$ cat src/rtl/fpu_sw_pkg.sv
package fpu_sw_pkg;
  localparam int SW_W      = 16;
  localparam int TOP_W     = 3;
  localparam int N_EXC     = 6;
  localparam int N_CC      = 4;
  localparam int TOP_LSB   = 12;
  localparam int CC_LSB    = 8;
  localparam int ES_BIT    = 7;
  localparam int VADDR_W   = 32;
  localparam int PADDR_W   = 20;
  localparam int OPC_W     = 11;

  typedef enum logic {
    MODE_REAL  = 1'b0,
    MODE_PROT  = 1'b1
  } addr_mode_e;

  typedef enum logic [1:0] {
    STK_HOLD = 2'b00,
    STK_DEC  = 2'b01,
    STK_INC  = 2'b10
  } stk_op_e;
endpackage

$ cat src/rtl/sw_top_ptr.sv
module sw_top_ptr
  import fpu_sw_pkg::*;
#(
  parameter int W = TOP_W
) (
  input  logic         clk,
  input  logic         rst_n,
  input  logic         push,
  input  logic         pop,
  input  logic         ld,
  input  logic [W-1:0] ld_top,
  output logic [W-1:0] top
);
  stk_op_e      op;
  logic [W-1:0] top_nxt;
  localparam logic [W-1:0] ONE = {{(W-1){1'b0}}, 1'b1};

  always_comb begin
    if (push && !pop)      op = STK_DEC;
    else if (pop && !push) op = STK_INC;
    else                   op = STK_HOLD;
  end

  always_comb begin
    unique case (op)
      STK_DEC: top_nxt = top - ONE;
      STK_INC: top_nxt = top + ONE;
      default: top_nxt = top;
    endcase
    if (ld) top_nxt = ld_top;
  end

  always_ff @(posedge clk) begin
    if (!rst_n) top <= '0;
    else        top <= top_nxt;
  end
endmodule

$ cat src/rtl/sw_exc_flags.sv
module sw_exc_flags
  import fpu_sw_pkg::*;
#(
  parameter int N = N_EXC
) (
  input  logic         clk,
  input  logic         rst_n,
  input  logic         exc_valid,
  input  logic [N-1:0] exc_in,
  input  logic         clr,
  input  logic         ld,
  input  logic [N-1:0] ld_flags,
  input  logic [N-1:0] mask,
  output logic [N-1:0] flags,
  output logic         summary
);
  logic [N-1:0] kept;
  logic [N-1:0] raised;
  logic [N-1:0] flags_nxt;
  logic [N-1:0] live;

  always_comb begin
    kept      = clr ? '0 : flags;
    raised    = exc_valid ? exc_in : '0;
    flags_nxt = ld ? ld_flags : (kept | raised);
  end

  always_ff @(posedge clk) begin
    if (!rst_n) flags <= '0;
    else        flags <= flags_nxt;
  end

  // Unmasked flags reduce to the summary without a register.
  generate
    for (genvar i = 0; i < N; i++) begin : g_live
      assign live[i] = flags[i] & ~mask[i];
    end
  endgenerate

  assign summary = |live;
endmodule

$ cat src/rtl/sw_cond_code.sv
module sw_cond_code
  import fpu_sw_pkg::*;
#(
  parameter int N = N_CC
) (
  input  logic         clk,
  input  logic         rst_n,
  input  logic [N-1:0] we,
  input  logic [N-1:0] wdata,
  input  logic         ld,
  input  logic [N-1:0] ld_cc,
  output logic [N-1:0] cc
);
  generate
    for (genvar i = 0; i < N; i++) begin : g_bit
      always_ff @(posedge clk) begin
        if (!rst_n)     cc[i] <= 1'b0;
        else if (ld)    cc[i] <= ld_cc[i];
        else if (we[i]) cc[i] <= wdata[i];
      end
    end
  endgenerate
endmodule

$ cat src/rtl/sw_ptr_capture.sv
module sw_ptr_capture
  import fpu_sw_pkg::*;
#(
  parameter int AW  = VADDR_W,
  parameter int PAW = PADDR_W,
  parameter int OW  = OPC_W
) (
  input  logic          clk,
  input  logic          rst_n,
  input  logic          cap,
  input  logic          mode,
  input  logic [AW-1:0] iaddr,
  input  logic          has_opnd,
  input  logic [AW-1:0] daddr,
  input  logic [OW-1:0] opc,
  output logic [AW-1:0] ip,
  output logic [AW-1:0] dp,
  output logic [OW-1:0] opc_q,
  output logic          mode_q
);
  localparam int HI_W = AW - PAW;
  logic [AW-1:0] ip_fmt;
  logic [AW-1:0] dp_fmt;

  function automatic logic [AW-1:0] fmt(input logic [AW-1:0] a, input logic m);
    if (addr_mode_e'(m) == MODE_PROT) return a;
    return {{HI_W{1'b0}}, a[PAW-1:0]};
  endfunction

  always_comb begin
    ip_fmt = fmt(iaddr, mode);
    dp_fmt = fmt(daddr, mode);
  end

  always_ff @(posedge clk) begin
    if (!rst_n) begin
      ip     <= '0;
      dp     <= '0;
      opc_q  <= '0;
      mode_q <= 1'b0;
    end else if (cap) begin
      ip     <= ip_fmt;
      opc_q  <= opc;
      mode_q <= mode;
      if (has_opnd) dp <= dp_fmt;
    end
  end
endmodule

$ cat src/rtl/fpu_status_unit.sv
module fpu_status_unit
  import fpu_sw_pkg::*;
(
  input  logic                clk,
  input  logic                rst_n,
  input  logic                exc_valid,
  input  logic [N_EXC-1:0]    exc_flags,
  input  logic [N_EXC-1:0]    exc_mask,
  input  logic                push,
  input  logic                pop,
  input  logic [N_CC-1:0]     cc_we,
  input  logic [N_CC-1:0]     cc_wdata,
  input  logic                clr_exc,
  input  logic                ld_valid,
  input  logic [SW_W-1:0]     ld_word,
  input  logic                instr_valid,
  input  logic                instr_mode,
  input  logic [VADDR_W-1:0]  instr_addr,
  input  logic                instr_has_opnd,
  input  logic [VADDR_W-1:0]  opnd_addr,
  input  logic [OPC_W-1:0]    instr_opcode,
  output logic [SW_W-1:0]     status_word,
  output logic                error_o,
  output logic [VADDR_W-1:0]  ip_o,
  output logic [VADDR_W-1:0]  dp_o,
  output logic [OPC_W-1:0]    opcode_o,
  output logic                ptr_mode_o
);
  logic [TOP_W-1:0] top;
  logic [N_EXC-1:0] flags;
  logic [N_CC-1:0]  cc;
  logic             es;

  sw_top_ptr #(.W(TOP_W)) u_top (
    .clk(clk), .rst_n(rst_n), .push(push), .pop(pop),
    .ld(ld_valid), .ld_top(ld_word[TOP_LSB +: TOP_W]), .top(top)
  );

  sw_exc_flags #(.N(N_EXC)) u_exc (
    .clk(clk), .rst_n(rst_n), .exc_valid(exc_valid), .exc_in(exc_flags),
    .clr(clr_exc), .ld(ld_valid), .ld_flags(ld_word[N_EXC-1:0]),
    .mask(exc_mask), .flags(flags), .summary(es)
  );

  sw_cond_code #(.N(N_CC)) u_cc (
    .clk(clk), .rst_n(rst_n), .we(cc_we), .wdata(cc_wdata),
    .ld(ld_valid), .ld_cc(ld_word[CC_LSB +: N_CC]), .cc(cc)
  );

  sw_ptr_capture #(.AW(VADDR_W), .PAW(PADDR_W), .OW(OPC_W)) u_ptr (
    .clk(clk), .rst_n(rst_n), .cap(instr_valid), .mode(instr_mode),
    .iaddr(instr_addr), .has_opnd(instr_has_opnd), .daddr(opnd_addr),
    .opc(instr_opcode), .ip(ip_o), .dp(dp_o), .opc_q(opcode_o),
    .mode_q(ptr_mode_o)
  );

  // Unlisted positions (15 and 6) read as zero.
  always_comb begin
    status_word                      = '0;
    status_word[N_EXC-1:0]           = flags;
    status_word[ES_BIT]              = es;
    status_word[CC_LSB +: N_CC]      = cc;
    status_word[TOP_LSB +: TOP_W]    = top;
  end

  assign error_o = es;
endmodule

$ cat config.mk
export PLATFORM = sky130hd
export DESIGN_NAME = fpu_status_unit
export DESIGN_NICKNAME = d
export VERILOG_FILES = /design/src/rtl/fpu_sw_pkg.sv /design/src/rtl/sw_top_ptr.sv /design/src/rtl/sw_exc_flags.sv /design/src/rtl/sw_cond_code.sv /design/src/rtl/sw_ptr_capture.sv /design/src/rtl/fpu_status_unit.sv
export SDC_FILE = /design/constraint.sdc
export NUM_CORES = 1
export LEC_CHECK = 0
export CAP_MARGIN = 30
export CORE_UTILIZATION = 38
export CTS_CLUSTER_DIAMETER = 40
export DETAILED_ROUTE_END_ITERATION = 10
export PLACE_DENSITY = 0.84
export SYNTH_ARGS = -nofsm -noshare
export SYNTH_HDL_FRONTEND = slang
export SYNTH_SLANG_ARGS = --single-unit
export TNS_END_PERCENT = 1
$ cat constraint.sdc
create_clock -name clk -period 1.87 [get_ports clk]
set_input_delay 0.374 -clock clk [delete_from_list [all_inputs] [get_ports clk]]
set_output_delay 0.374 -clock clk [all_outputs]
set_load 0.005 [all_outputs]
==> results.cfg, run 1 <==
[sta]
final-max-slew-violation-count = 0
relative_slew_slack_pct = 59.9
setup_slack_ps = 66.0
timing.fmax_mhz = 554
final.hold.worst_slack_ps = 458
report.final.hold_viol_count = 0
totalNegativeSetupSlack_ps = 0
tightestPinTransition_ps = 601
grt_setup_unrepaired = false
finalCritPeriodShare_pct = 96.5
report.final.setup_viol = 0
clock_skew_ps = 0.459
timing.final.crit_period_ps = 1800

[worst_hold_path]
hold_class = register to register
hold_depth = 2
worst_hold_path.endpoint = u_ptr.dp[1]
hold_path_startpoint = u_ptr.dp[1]

[critical_path]
critPathLaunchType = input pin
reg2reg_from = u_top.top[0]
timing.rr.end = u_top.top[2]
setup.worst_path.end_class = output pin
worstPathBufferInverterCount = 2
req_time_crit_path_ps = 1500
worst_setup_path_startpoint = exc_mask[2]
slowest_delay_ps = 460
critical-path-slowest-cell = sky130_fd_sc_hd__clkdlybuf4s50_1
worst_r2r_path_depth = 4
path_delay_family = buffers and inverters
crit_path_cell_trace = clkdlybuf4s50_1 > o22ai_1 > or3_1 > buf_2
ff2ff_setup_slack_ps = 460
maximum_net_fanout_on_the_critical_path = 2
worstPathArrival_ps = 1430
worstSetupPathType = input pin to output pin

[floorplanning]
overall_die_height_um = 101
ios = 214
area_enclosed_by_the_die_boundary_um2 = 10100
initial_core_util_pct = 39.7
chipWidth_um = 101
placementRows = 35
floorplan_core_area_um2 = 9330

[yosys]
synth_mux_area_share_pct = 9.74
synth.yosys.seq_area_share_pct = 48.2
synthCells = 380
simple_gate_share_of_the_synthesized_area_pct = 22.7
syn_avg_cell_area_um2 = 9.73
ys.warnings.count = 0
postSynthRegisterBits = 89
synth_top_family_by_area = simple AND/OR/NAND/NOR gates
synth_cell_types = 33
xor_xnor_fraction_of_synth_area_pct = 0.474
netlist_area_um2 = 3700
synth_compound_gate_area_share_pct = 13.0
yosys.area_share.adder_pct = 0.541

[global_route]
grt_overflow_total = 0
grt_use_total_pct = 20.4
grt_start_max_net_pins = 39
grt_first_pass_wirelength_um = 16300
grt_pass1_vias = 3414
antenna_violations_before_repair = 0

[placement]
portBuffers = 208
placedInstanceArea_um2 = 5890
pre_cts_ws_ps = -252
gp_routability_congestion = 0.809
hpwl_um = 7880

[drt]
drtAntennaViolNets = 0
total_iterations_of_the_first_detailed_routing_run = 4
drc = 0
highest-signal-layer = met4
vias_per_cell = 4.65
detailed_route_wl_um = 10300
vias = 3340
route.met2.wl_um = 5140
routed_wire_length_per_instance_um = 14.4
met1Wirelength_um = 4190
initial_drc_count = 69
met3RoutedLength_um = 750

[clocking]
number_of_sinks_handled_by_clock_tree_synthesis = 89
tritoncts = built
cts_inserted_buffers = 9
cts_max_level = 3
cts-root-buf = sky130_fd_sc_hd__clkbuf_8
clkTransAtPathRegs_ps = 100
clock_insertion_delay_worst_skew_ps = 340
hold_buffers = 0
post-cts-setup-buffer-count = 0
cts.path.max_buffers = 2

[run_status]
run_status = complete, no violations

[pwr]
ir_drop_mv = 0.416
total_leakage_power_nw = 2.34
post-layout-total-power_mw = 4.11
p_per_area_nw_per_um2 = 677

[finish]
area_added_between_synthesis_and_finish_pct = 64.0
fin_nets = 706
final_layout_size_suffix_gt1_share_pct = 9.17
num_antenna_cells = 0
fin_area_um2 = 6070

[run]
cap_violations = 0
Yosys cell counts:
library cell / instances / area (um2)
sky130_fd_sc_hd__a21boi_0: 2 / 15.0
sky130_fd_sc_hd__a21boi_1: 20 / 150
sky130_fd_sc_hd__a21boi_2: 10 / 113
sky130_fd_sc_hd__a21oi_1: 13 / 65.1
sky130_fd_sc_hd__a221o_1: 6 / 60.1
sky130_fd_sc_hd__a31o_2: 1 / 8.76
sky130_fd_sc_hd__and2_1: 6 / 37.5
sky130_fd_sc_hd__and3_1: 7 / 43.8
sky130_fd_sc_hd__and3b_1: 1 / 8.76
sky130_fd_sc_hd__buf_2: 8 / 40.0
sky130_fd_sc_hd__buf_4: 10 / 75.1
sky130_fd_sc_hd__buf_8: 1 / 15.0
sky130_fd_sc_hd__clkbuf_1: 10 / 37.5
sky130_fd_sc_hd__conb_1: 1 / 3.75
sky130_fd_sc_hd__dfxtp_1: 89 / 1780
sky130_fd_sc_hd__fa_1: 1 / 20.0
sky130_fd_sc_hd__inv_1: 8 / 30.0
sky130_fd_sc_hd__mux2i_1: 36 / 360
sky130_fd_sc_hd__nand2_1: 57 / 214
sky130_fd_sc_hd__nand2b_1: 7 / 43.8
sky130_fd_sc_hd__nand3_1: 3 / 15.0
sky130_fd_sc_hd__nand3_2: 10 / 100
sky130_fd_sc_hd__nand3b_1: 1 / 7.51
sky130_fd_sc_hd__nor2_1: 1 / 3.75
sky130_fd_sc_hd__nor2b_1: 56 / 350
sky130_fd_sc_hd__nor3b_1: 1 / 7.51
sky130_fd_sc_hd__o211ai_1: 1 / 7.51
sky130_fd_sc_hd__o21a_1: 1 / 7.51
sky130_fd_sc_hd__o21ai_0: 5 / 25.0
sky130_fd_sc_hd__o22ai_1: 3 / 18.8
sky130_fd_sc_hd__o311ai_0: 1 / 8.76
sky130_fd_sc_hd__or3_1: 1 / 6.26
sky130_fd_sc_hd__xor2_1: 2 / 17.5
flip-flops by register name (all words and copies together) (netlist names):
register / cells
u_cc.cc: 4
u_exc.flags: 6
u_ptr.dp: 32
u_ptr.ip: 32
u_ptr.mode_q: 1
u_ptr.opc_q: 11
u_top.top: 3
report_power, final:
group          leakage [nW]  total [mW]  switching [mW]  internal (mW)
Sequential            0.731        2.05          0.0576           1.99
Combinational          1.51       0.806           0.272          0.534
Clock                0.0976        1.25           0.714          0.537
Total                  2.34        4.11            1.04           3.07
worst max path at each step:
stage	endpoint	cells past startpoint
2_1_floorplan	u_top.top[2]	5
3_3_place_gp	status_word[7]	4
3_5_place_dp	error_o	4
4_1_cts	status_word[7]	4
5_1_grt	error_o	4
6_report	error_o	4
kinds of logic after synthesis:
kind of cell / Yosys count
adders and majority gates: 1
AOI/OAI and AO/OA: 63
and+or+nand+nor: 151
DFF: 89
other: 1
xor gates and xnor gates: 2
buffers and inverters: 37
muxes: 36
placed cells by master, fill, tap and decap left out, types with 2 or more instances in the layout:
cell type	count
sky130_fd_sc_hd__and2_1	6
sky130_fd_sc_hd__buf_4	11
sky130_fd_sc_hd__a21oi_1	13
sky130_fd_sc_hd__clkbuf_8	10
sky130_fd_sc_hd__a21boi_0	2
sky130_fd_sc_hd__and3_1	7
sky130_fd_sc_hd__inv_6	3
sky130_fd_sc_hd__a21boi_2	10
sky130_fd_sc_hd__o21ai_0	5
sky130_fd_sc_hd__nand3_2	10
sky130_fd_sc_hd__buf_2	3
sky130_fd_sc_hd__conb_1	2
sky130_fd_sc_hd__nand2_1	57
sky130_fd_sc_hd__inv_1	8
sky130_fd_sc_hd__o22ai_1	3
sky130_fd_sc_hd__a21boi_1	20
sky130_fd_sc_hd__xor2_1	2
sky130_fd_sc_hd__nand3_1	3
sky130_fd_sc_hd__clkdlybuf4s50_1	204
sky130_fd_sc_hd__clkinv_4	2
sky130_fd_sc_hd__a221o_1	6
sky130_fd_sc_hd__nor2b_1	56
sky130_fd_sc_hd__dfxtp_1	89
sky130_fd_sc_hd__nand2b_1	7
sky130_fd_sc_hd__buf_12	2
sky130_fd_sc_hd__mux2i_1	36
metal layers:
metal,track usage [%],up-vias
met5,0,-
met4,7.25,0
met3,5.76,19
met2,36.7,130
met1,23.1,1529
li1,-,1662
worst reg2reg max path, stage by stage, from the launching register on:
cell,delay (ps)
sky130_fd_sc_hd__dfxtp_1,360
sky130_fd_sc_hd__fa_1,450
sky130_fd_sc_hd__and3b_1,190
sky130_fd_sc_hd__o211ai_1,160
sky130_fd_sc_hd__o311ai_0,130
per-stage QoR:
| stage | std cells | utilization (%) |
|---|---|---|
| after floorplan | 381 | - |
| after global placement | 702 | 63.2 |
| after detailed placement | 702 | 63.2 |
| after CTS | 718 | 65.1 |
| after global routing | 718 | 65.0 |
| final | 718 | 65.0 |
final cells by class:
class,instances,area (um2)
multi-input combinational,255,1720
sequential,89,1780
timing repair buffer,221,2180
tap,129,161
clock inverter,6,48.8
clock buffer,10,138
fill,795,3260
inverter,8,30.0
what timing repair did:
item / in CTS / in global routing
endpoints found under the setup margin: 2 / 1
pin swaps: 1 / 0
resized for setup: 6 / 1
Note: power is estimated with default switching activity, not from simulation.
==> run 2: changes to the inputs <==
--- a/config.mk
+++ b/config.mk
@@ -5,7 +5,7 @@
 export SDC_FILE = /design/constraint.sdc
 export NUM_CORES = 1
 export LEC_CHECK = 0
-export CAP_MARGIN = 30
+export CAP_MARGIN = 20
 export CORE_UTILIZATION = 38
 export CTS_CLUSTER_DIAMETER = 40
 export DETAILED_ROUTE_END_ITERATION = 10
==> results of run 2 <==
No change in the layout: final DEF, timing and power equal those of run 1.
